File: src/rtl/isa_tgt_pkg.sv
package isa_tgt_pkg;
    typedef enum logic [1:0] {
        ST_IDLE,
        ST_FETCH,
        ST_ACTIVE,
        ST_HOLD
    } tgt_state_e;

    typedef enum logic [1:0] {
        CY_NORMAL,
        CY_ZWS,
        CY_EXT
    } cyc_kind_e;
endpackage

File: src/rtl/isa_sync.sv
module isa_sync #(
    parameter int W = 8,
    parameter logic [W-1:0] RST_VAL = '0
) (
    input  logic         clk,
    input  logic         rst_n,
    input  logic [W-1:0] din,
    output logic [W-1:0] dout
);
    for (genvar i = 0; i < W; i++) begin : g_bit
        logic s1_q, s2_q;
        always_ff @(posedge clk or negedge rst_n) begin
            if (!rst_n) begin
                s1_q <= RST_VAL[i];
                s2_q <= RST_VAL[i];
            end else begin
                s1_q <= din[i];
                s2_q <= s1_q;
            end
        end
        assign dout[i] = s2_q;
    end
endmodule

File: src/rtl/isa_decode.sv
module isa_decode
    import isa_tgt_pkg::*;
#(
    parameter logic [6:0]  MEM16_LA  = 7'h06,
    parameter logic [19:0] MEM8_BASE = 20'hE8000,
    parameter int          MEM8_LSB  = 14,
    parameter logic [15:0] IO_BASE   = 16'h0300,
    parameter int          IO_LSB    = 3,
    parameter int          WAIT_EFF  = 4
) (
    input  logic                  clk,
    input  logic                  rst_n,
    input  logic                  bale_s,
    input  logic [6:0]            la_s,
    input  logic [19:MEM8_LSB]    sa_hi,
    input  logic [15:IO_LSB]      sa_io,
    input  logic                  sa0,
    input  logic                  sbhe_n_s,
    input  logic                  aen_s,
    input  logic                  refresh_n_s,
    input  logic                  is_io,
    output logic                  claim,
    output cyc_kind_e             cyc,
    output logic [1:0]            be
);
    typedef struct packed {
        logic       bale_prev;
        logic [6:0] la;
    } lat_s;

    lat_s d, q;

    always_comb begin
        d = q;
        d.bale_prev = bale_s;
        if (q.bale_prev && !bale_s) d.la = la_s;
    end

    always_ff @(posedge clk or negedge rst_n) begin
        if (!rst_n) q <= '0;
        else        q <= d;
    end

    logic hit16, hit8, hit_io, blocked;

    always_comb begin
        hit16   = (q.la == MEM16_LA);
        hit8    = (sa_hi == MEM8_BASE[19:MEM8_LSB]);
        hit_io  = (sa_io == IO_BASE[15:IO_LSB]);
        blocked = aen_s || !refresh_n_s;
        claim   = !blocked && (is_io ? hit_io : (hit16 || hit8));
        if (is_io)      cyc = (WAIT_EFF > 0) ? CY_EXT : CY_NORMAL;
        else if (hit16) cyc = CY_ZWS;
        else            cyc = CY_NORMAL;
        unique case ({sbhe_n_s, sa0})
            2'b00:   be = 2'b11;
            2'b01:   be = 2'b10;
            default: be = 2'b01;
        endcase
    end
endmodule

File: src/rtl/isa_cycle_fsm.sv
module isa_cycle_fsm
    import isa_tgt_pkg::*;
#(
    parameter int AW        = 20,
    parameter int DW        = 16,
    parameter int WAIT_EFF  = 4,
    parameter int HOLD_EFF  = 2
) (
    input  logic          clk,
    input  logic          rst_n,
    input  logic          cmd_rd,
    input  logic          cmd_wr,
    input  logic          cmd_io,
    input  logic          claim,
    input  cyc_kind_e     cyc_in,
    input  logic [1:0]    be_in,
    input  logic [AW-1:0] sa,
    input  logic [DW-1:0] sd_in,
    input  logic [DW-1:0] card_rdata,
    output logic          card_rd,
    output logic          card_wr,
    output logic          card_io,
    output logic [AW-1:0] card_addr,
    output logic [1:0]    card_be,
    output logic [DW-1:0] card_wdata,
    output logic [DW-1:0] sd_out,
    output logic          sd_oe,
    output logic          rdy_low,
    output logic          endx
);
    localparam int CMAX = (WAIT_EFF > HOLD_EFF) ? WAIT_EFF : HOLD_EFF;
    localparam int CW   = $clog2(CMAX + 1);

    typedef struct packed {
        tgt_state_e    st;
        logic          prev;
        logic          is_rd;
        logic          io;
        logic [CW-1:0] cnt;
        logic [AW-1:0] addr;
        logic [1:0]    be;
        logic [DW-1:0] sd_out;
        logic          oe;
        logic [DW-1:0] wcap;
        logic          card_rd;
        logic          card_wr;
        logic          rdy_low;
        logic          endx;
    } fsm_s;

    fsm_s d, q;
    logic cmd_any, fin;

    assign cmd_any = cmd_rd || cmd_wr;

    always_comb begin
        d         = q;
        fin       = 1'b0;
        d.prev    = cmd_any;
        d.card_rd = 1'b0;
        d.card_wr = 1'b0;
        if (cmd_any) d.wcap = sd_in;
        if (q.rdy_low) begin
            d.cnt = q.cnt - CW'(1);
            if (q.cnt == CW'(1)) d.rdy_low = 1'b0;
        end
        unique case (q.st)
            ST_IDLE: begin
                if (cmd_any && !q.prev && claim) begin
                    d.addr  = sa;
                    d.be    = be_in;
                    d.io    = cmd_io;
                    d.is_rd = cmd_rd;
                    d.endx  = (cyc_in == CY_ZWS);
                    if (cyc_in == CY_EXT) begin
                        d.rdy_low = 1'b1;
                        d.cnt     = CW'(WAIT_EFF);
                    end
                    if (cmd_rd) begin
                        d.card_rd = 1'b1;
                        d.st      = ST_FETCH;
                    end else begin
                        d.st      = ST_ACTIVE;
                    end
                end
            end
            ST_FETCH: begin
                d.sd_out = card_rdata;
                d.oe     = 1'b1;
                d.st     = ST_ACTIVE;
                fin      = !cmd_any;
            end
            ST_ACTIVE: fin = !cmd_any;
            ST_HOLD: begin
                d.cnt = q.cnt - CW'(1);
                if (q.cnt == CW'(1)) begin
                    d.oe = 1'b0;
                    d.st = ST_IDLE;
                end
            end
            default: d.st = ST_IDLE;
        endcase
        if (fin) begin
            d.rdy_low = 1'b0;
            d.endx    = 1'b0;
            if (q.is_rd) begin
                d.st  = ST_HOLD;
                d.cnt = CW'(HOLD_EFF);
            end else begin
                d.card_wr = 1'b1;
                d.st      = ST_IDLE;
            end
        end
    end

    always_ff @(posedge clk or negedge rst_n) begin
        if (!rst_n) begin
            q    <= '0;
            q.st <= ST_IDLE;
        end else begin
            q <= d;
        end
    end

    assign card_rd    = q.card_rd;
    assign card_wr    = q.card_wr;
    assign card_io    = q.io;
    assign card_addr  = q.addr;
    assign card_be    = q.be;
    assign card_wdata = q.wcap;
    assign sd_out     = q.sd_out;
    assign sd_oe      = q.oe;
    assign rdy_low    = q.rdy_low;
    assign endx       = q.endx;

    logic [CW:0] low_run_q;
    always_ff @(posedge clk or negedge rst_n) begin
        if (!rst_n)                      low_run_q <= '0;
        else if (!rdy_low)               low_run_q <= '0;
        else if (low_run_q != '1)        low_run_q <= low_run_q + 1'b1;
    end


    wait_cap_chk: assert property (@(posedge clk) disable iff (!rst_n)
        int'(low_run_q) <= WAIT_EFF);


    rdy_endx_excl_chk: assert property (@(posedge clk) disable iff (!rst_n)
        !(rdy_low && endx));


    rd_pulse_chk: assert property (@(posedge clk) disable iff (!rst_n)
        card_rd |=> !card_rd);


    wr_pulse_chk: assert property (@(posedge clk) disable iff (!rst_n)
        card_wr |=> !card_wr);


    rd_then_drive_chk: assert property (@(posedge clk) disable iff (!rst_n)
        card_rd |=> sd_oe);
endmodule

File: src/rtl/isa_target_ctrl.sv
module isa_target_ctrl
    import isa_tgt_pkg::*;
#(
    parameter logic [6:0]  MEM16_LA  = 7'h06,
    parameter logic [19:0] MEM8_BASE = 20'hE8000,
    parameter int          MEM8_LSB  = 14,
    parameter logic [15:0] IO_BASE   = 16'h0300,
    parameter int          IO_LSB    = 3,
    parameter bit          IO16_EN   = 1'b1,
    parameter int          WAIT_CLKS = 4,
    parameter int          MAX_LOW   = 3000,
    parameter int          HOLD_CLKS = 2
) (
    input  logic        clk,
    input  logic        rst_n,
    input  logic [6:0]  bus_la,
    input  logic [19:0] bus_sa,
    input  logic        bus_sbhe_n,
    input  logic        bus_bale,
    input  logic        bus_aen,
    input  logic        bus_refresh_n,
    input  logic        bus_memr_n,
    input  logic        bus_memw_n,
    input  logic        bus_ior_n,
    input  logic        bus_iow_n,
    input  logic [15:0] bus_sd_in,
    output logic [15:0] bus_sd_out,
    output logic        bus_sd_oe,
    output logic        bus_memcs16_n,
    output logic        bus_iocs16_n,
    output logic        bus_iochrdy_low,
    output logic        bus_endxfr_n,
    output logic        card_rd,
    output logic        card_wr,
    output logic        card_io,
    output logic [19:0] card_addr,
    output logic [1:0]  card_be,
    output logic [15:0] card_wdata,
    input  logic [15:0] card_rdata
);
    localparam int WAIT_EFF = (WAIT_CLKS > MAX_LOW) ? MAX_LOW : WAIT_CLKS;
    localparam int HOLD_EFF = (HOLD_CLKS < 1) ? 1 : HOLD_CLKS;
    localparam int SW       = 7 + 20 + 8 + 16;
    localparam logic [SW-1:0] SYNC_RST =
        {7'd0, 20'd0, 1'b1, 1'b0, 1'b1, 1'b1, 4'hF, 16'd0};

    logic [SW-1:0] raw_v, syn_v;
    logic [6:0]  la_s;
    logic [19:0] sa_s;
    logic        sbhe_n_s, bale_s, aen_s, refresh_n_s;
    logic        memr_n_s, memw_n_s, ior_n_s, iow_n_s;
    logic [15:0] sd_s;

    assign raw_v = {bus_la, bus_sa, bus_sbhe_n, bus_bale, bus_aen, bus_refresh_n,
                    bus_memr_n, bus_memw_n, bus_ior_n, bus_iow_n, bus_sd_in};

    isa_sync #(.W(SW), .RST_VAL(SYNC_RST)) u_sync (
        .clk  (clk),
        .rst_n(rst_n),
        .din  (raw_v),
        .dout (syn_v)
    );

    assign {la_s, sa_s, sbhe_n_s, bale_s, aen_s, refresh_n_s,
            memr_n_s, memw_n_s, ior_n_s, iow_n_s, sd_s} = syn_v;

    assign bus_memcs16_n = !(bus_la == MEM16_LA);
    assign bus_iocs16_n  = !(IO16_EN && (bus_sa[15:IO_LSB] == IO_BASE[15:IO_LSB]));

    logic      is_io, claim;
    cyc_kind_e cyc;
    logic [1:0] be;

    assign is_io = !ior_n_s || !iow_n_s;

    isa_decode #(
        .MEM16_LA (MEM16_LA),
        .MEM8_BASE(MEM8_BASE),
        .MEM8_LSB (MEM8_LSB),
        .IO_BASE  (IO_BASE),
        .IO_LSB   (IO_LSB),
        .WAIT_EFF (WAIT_EFF)
    ) u_decode (
        .clk        (clk),
        .rst_n      (rst_n),
        .bale_s     (bale_s),
        .la_s       (la_s),
        .sa_hi      (sa_s[19:MEM8_LSB]),
        .sa_io      (sa_s[15:IO_LSB]),
        .sa0        (sa_s[0]),
        .sbhe_n_s   (sbhe_n_s),
        .aen_s      (aen_s),
        .refresh_n_s(refresh_n_s),
        .is_io      (is_io),
        .claim      (claim),
        .cyc        (cyc),
        .be         (be)
    );

    logic endx;

    isa_cycle_fsm #(
        .AW      (20),
        .DW      (16),
        .WAIT_EFF(WAIT_EFF),
        .HOLD_EFF(HOLD_EFF)
    ) u_fsm (
        .clk       (clk),
        .rst_n     (rst_n),
        .cmd_rd    (!memr_n_s || !ior_n_s),
        .cmd_wr    (!memw_n_s || !iow_n_s),
        .cmd_io    (is_io),
        .claim     (claim),
        .cyc_in    (cyc),
        .be_in     (be),
        .sa        (sa_s),
        .sd_in     (sd_s),
        .card_rdata(card_rdata),
        .card_rd   (card_rd),
        .card_wr   (card_wr),
        .card_io   (card_io),
        .card_addr (card_addr),
        .card_be   (card_be),
        .card_wdata(card_wdata),
        .sd_out    (bus_sd_out),
        .sd_oe     (bus_sd_oe),
        .rdy_low   (bus_iochrdy_low),
        .endx      (endx)
    );

    assign bus_endxfr_n = !endx;


    ignore_blocked_chk: assert property (@(posedge clk) disable iff (!rst_n)
        $rose(card_rd) |-> (!$past(aen_s) && $past(refresh_n_s)));


    be_nonzero_chk: assert property (@(posedge clk) disable iff (!rst_n)
        (card_rd || card_wr) |-> (card_be != 2'b00));


    rdy_io_only_chk: assert property (@(posedge clk) disable iff (!rst_n)
        bus_iochrdy_low |-> card_io);
endmodule

File: config.mk
export PLATFORM = sky130hd
export DESIGN_NAME = isa_target_ctrl
export DESIGN_NICKNAME = d
export VERILOG_FILES = /design/src/rtl/isa_tgt_pkg.sv /design/src/rtl/isa_sync.sv /design/src/rtl/isa_decode.sv /design/src/rtl/isa_cycle_fsm.sv /design/src/rtl/isa_target_ctrl.sv
export SDC_FILE = /design/constraint.sdc
export NUM_CORES = 1
export LEC_CHECK = 0
export BUFFER_PORTS_ARGS = -buffer_cell sky130_fd_sc_hd__clkbuf_2
export CORE_UTILIZATION = 52
export DETAILED_ROUTE_END_ITERATION = 7
export PLACE_DENSITY = 0.8
export SLEW_MARGIN = 15
export SYNTH_ARGS = -nofsm -noshare
export SYNTH_HDL_FRONTEND = slang
export SYNTH_SLANG_ARGS = --single-unit
File: constraint.sdc
create_clock -name clk -period 4.6 [get_ports clk]
set_input_delay 0.92 -clock clk [delete_from_list [all_inputs] [get_ports clk]]
set_output_delay 0.92 -clock clk [all_outputs]
set_load 0.05 [all_outputs]
# Word level (Yosys, flattened, before mapping)
# Cells that the tools add are included.
op_classes:
  add_sub_neg: 1
  n_eq_ne: 15
  muxes: 29
  reduce_logical: 33
ops:
  columns: ["op", "n"]
  rows:
  - ["$eq A13 B7 Y1 const B", 2]
  - ["$mux W25", 1]
  - ["$mux W2", 8]
  - ["$mux W3", 5]
  - ["$eq A7 B3 Y1 const B", 2]
  - ["$logic_not A1 Y1", 12]
  - ["$mux W1", 11]
  - ["$eq A2 B1 Y1 const B", 3]
  - ["$eq A2 B2 Y1 const B", 3]
  - ["$eq A6 B6 Y1 const B", 1]
  - ["$logic_or A1 B1 Y1", 6]
  - ["$ne A3 B1 Y1 const B", 2]
  - ["$pmux W2 S3", 1]
  - ["$pmux W3 S2", 1]
  - ["$reduce_and A2 Y1", 3]
  - ["$reduce_bool A2 Y1", 3]
  - ["$logic_and A1 B1 Y1", 4]
  - ["$logic_not A2 Y1", 2]
  - ["$pmux W2 S2", 1]
  - ["$reduce_bool A4 Y1", 1]
  - ["$eq A3 B1 Y1 const B", 1]
  - ["$reduce_and A3 Y1", 1]
  - ["$sub A3 B1 Y3 const B", 1]
  - ["$ne A2 B1 Y1 const B", 1]
  - ["other kinds (2)", 2]
totals:
  reg_bits: 177
  input_bits: 69
  out_inout_bits: 62
  elab_cells: 196

# Longest topological paths before layout
depth:
  depth_word: 9
  ltp_mapped: 8
  depth_no_buf: 7

# Cells and area by module
# From an unflattened synthesis, not the netlist that was laid out.
unflattened:
  hier_cells: 432
  hier_area_um2: 6566.3
modules_own_cells:
  columns: ["mod", "instances", "cells_each", "area_each_um2", "seq_area_each_um2"]
  rows:
  - ["isa_cycle_fsm", 1, 235, 3113.0, 1676.6]
  - ["isa_sync", 1, 153, 2952.8, 2570.0]
  - ["isa_decode", 1, 32, 420.4, 200.2]
  - ["isa_target_ctrl", 1, 12, 80.1, 0.0]

# Least setup slack after synthesis
# No wires, ideal clock.
synth_timing:
  kind: "input -> output"
  start: "input bus_sa[10]"
  end: "output bus_iocs16_n"
  t_arrival_ns: 2.260
  t_required_ns: 3.680
  path_slack_ns: 1.420
  path_stages: 3
  n_path_buf: 0
  cell_sequence: "or4b_2 -> nor4_1 -> nand4b_1"
synth_between:
  elab_chain_cells: 2
synth_lines:
  columns: ["item", "line", "rtl"]
  rows:
  - ["from (decl)", "isa_target_ctrl.sv:17", "input logic [19:0] bus_sa,"]
  - ["$eq A13 B7 Y1", "isa_target_ctrl.sv:68", "assign bus_iocs16_n = !(IO16_EN && (bus_sa[15:IO_LSB] == IO_BASE[15:IO_LSB]));"]
  - ["$logic_not A1 Y1", "isa_target_ctrl.sv:68", null]
  - ["to (decl)", "isa_target_ctrl.sv:30", "output logic bus_iocs16_n,"]
# Every way passes these cells.

# Worst setup path after layout
# Ends and elaborated chain as after synthesis.

==> results.yml <==
cells_and_area:
  nets: 585
  syn_to_final_growth_pct: 15.2
  antenna_cells: 0
  stdcell_area_um2: 7180
  drive_gt1_frac: 0.435
global_routing:
  grt_max_degree: 116
  antenna_found_initial: 0
  overflow: 0
  gr-usage-all-layers: 0.178
  grt_pass1_wl_mm: 16.8
  grt_pass1_vias: 3338
die:
  initial_core_util: 0.539
  io_pins: 131
  die_w_um: 112
  die_h_um: 112
  rows: 39
  coreArea_um2: 11600
  die_area_um2: 12400
synth:
  yosysMostFrequentCell: "dfrtp_1"
  async_reset_ff_frac: 1.00
  ys.flop_type: "dfrtp_1"
  yosys_warnings: 0
  ys_types: 45
  synth.top_cells.by_area: "dfrtp_1 (65%), buf_4 (6.5%), dfstp_2 (5.9%)"
  yosysTopAreaCell: "dfrtp_1"
  avgSynthCellArea_um2: 14.7
  syn_area_um2: 6240
  synth_nets: 497
  synth-seq-cells: 177
  synth_edf_count: 0
  synth_common_cells: "dfrtp_1 (163), nand2_1 (64), buf_4 (54)"
  synth_seq_area_share: 0.713
  yosys.area.top_type_share: 0.654
  synthCells: 423
setup_path:
  critPathLaunchType: "input pin"
  cp_max_fo: 2
  crit_type: "in -> out"
  critPathRequiredTime_ns: 3.68
  crit_path_end_kind: "output pin"
  worstPathArrival_ns: 2.23
timing:
  finalHoldViolations: 0
  setup_ws_ns: 1.45
  report.final.slew_viol_count: 0
  finalSetupViolations: 0
  worstMarginPinSlew_ns: 0.979
  grt_setup_unrepaired: "no"
  setup_tns_ns: 0
  max-slew-margin-rel: 0.347
  clock_skew_ns: 0.00825
  period_minus_slack_ns: 3.15
  fin_crit_sh: 0.685
  max_freq_mhz: 317
clocking:
  ctsResizeCount: 0
  cts_inserted_buffers: 17
  insertion_delay_ns: 0.42
  htreeDepth: 4
  clockBufferDepth: 2
  cts_root_buffer: "clkbuf_16"
  clock_sinks: 177
  postCtsSetupRepairBufs: 0
  clkTransAtPathRegs_ns: 0.07
  cts_tree: "done"
  cts_hold_buf: 0
drt:
  num_vias: 3247
  wl_per_cell_um: 14.8
  drt_wl_total_mm: 9.86
  post-route-drc-count: 9
  initialDrtViolationCount: 184
  drt_pass1_iterations: 8
  detail-route-antenna-nets: 0
  vias_per_cell: 4.87
outcome:
  status: "finished with violations"
  violations: "design-rule violations"
place:
  hpwl_mm: 6.81
  post-place-ws_ns: 1.46
  port_buffers: 130
  post_dp_cell_area_um2: 6630
  place_congestion: 0.771
worst_hold_path:
  min_path_type: "reg -> reg"
power:
  power_frac_clock: 0.371
  pwr_density_cell_nw_per_um2: 494
  pwr-share-comb: 0.138
  internal_power_mw: 2.53
  leakagePower_nw: 3.62
  pwr-share-seq: 0.491
  p_switching_mw: 1.02
  p_sw_frac: 0.287
  vdd_drop_max_mv: 0.501
flow_run:
  maxCapViolCount: 0
layout make-up:
class                   count  area, µm²
fillers                   869       4380
inverters                   8       30.0
flip-flops and latches    177       4450
well taps                 143        179
multi-input cells         175       1310
clock buffers              17        425
repair buffers            132        672
clock inverters            15        125
final timing paths:
check / from / end / slack (ns) / cells past startpoint
setup / recovery: bus_sa[10] / bus_iocs16_n / 1.45 / 5
hold / removal: u_sync.g_bit[4].s1_q$_DFF_PN0_ / u_sync.g_bit[4].s2_q$_DFF_PN0_ / 0.34 / 0
setup reg to reg: u_sync.g_bit[17].s2_q$_DFF_PN1_ / u_fsm.card_addr[3]$_DFFE_PN0P_ / 2.17 / 4
hold reg to reg: u_sync.g_bit[4].s1_q$_DFF_PN0_ / u_sync.g_bit[4].s2_q$_DFF_PN0_ / 0.34 / 0
max in group asynchronous: rst_n / u_sync.g_bit[14].s2_q$_DFF_PN0_ / 2.93 / 2
min in group asynchronous: rst_n / u_sync.g_bit[39].s1_q$_DFF_PN0_ / 0.62 / 1
state kept, by name, summed over array words and instances, names as in the netlist, 2 cells and up:
| signal | flops |
|---|---|
| u_fsm.card_addr | 20 |
| u_fsm.card_wdata | 16 |
| u_fsm.sd_out | 16 |
| u_sync.g_bit.s2_q | 51 |
| u_fsm.card_be | 2 |
| u_decode.q | 8 |
| u_sync.g_bit.s1_q | 51 |
| u_fsm.q | 7 |
cell usage in the layout, fill, tap and decap left out, types with 2 or more instances in the layout:
cell type / n
a21oi_1: 6
a31oi_1: 2
buf_4: 2
clkbuf_16: 17
clkbuf_2: 129
clkinvlp_4: 6
dfrtp_1: 163
dfstp_2: 14
ha_1: 5
inv_1: 7
inv_6: 5
inv_8: 2
mux2_1: 2
mux2_2: 28
mux2_4: 18
nand2_1: 64
nand3_1: 4
nor2_1: 8
nor2b_1: 3
nor3b_1: 3
nor4_1: 3
nor4b_1: 3
o21ai_0: 3
o21ai_1: 2
through the flow:
step / instances / total power, mW / hold slack, ns / utilization
2_1_floorplan: 423 / 2.20 / 0.331 / -
5_1_grt: 667 / 3.70 / 0.352 / 0.621
3_5_place_dp: 635 / 2.27 / 0.335 / 0.574
3_3_place_gp: 635 / 2.25 / 0.331 / 0.574
4_1_cts: 667 / 3.59 / 0.347 / 0.621
6_report: 667 / 3.55 / 0.343 / 0.621
logic make-up (layout without fill, tap and decap cells):
family | after synthesis | count (layout) | share of synthesized area
xor+xnor | 2 | 2 | 0.00281
fa+ha+maj | 5 | 5 | 0.0100
mux | 50 | 50 | 0.103
simple gates | 96 | 96 | 0.0714
flops | 177 | 177 | 0.713
compound gates | 22 | 22 | 0.0225
buf+inv | 71 | 172 | 0.0778
per-layer routing:
metal  GRT usage  part of all wire  up-vias
li1            -                 -     1521
met1       0.232              0.44     1611
met2       0.284              0.49      101
met3      0.0528             0.052       14
met4      0.0703             0.017        0
met5           0                 0        -
power by group through the flow:
| stage | Combinational [mW] | Clock (mW) | Sequential [mW] |
|---|---|---|---|
| after detailed placement | 0.497 | 0 | 1.77 |
| after global placement | 0.483 | 0 | 1.76 |
| after floorplan | 0.429 | 0 | 1.77 |
| after global routing | 0.524 | 1.42 | 1.76 |
| after CTS | 0.498 | 1.35 | 1.75 |
| final | 0.491 | 1.32 | 1.74 |
worst max-delay path, stage by stage:
cell and delay [ns]:
clkbuf_2 0.09, or4b_2 0.65, nor4_1 0.20, nand4b_1 0.12, clkbuf_2 0.25
Note: power is estimated with default switching activity, not from simulation.
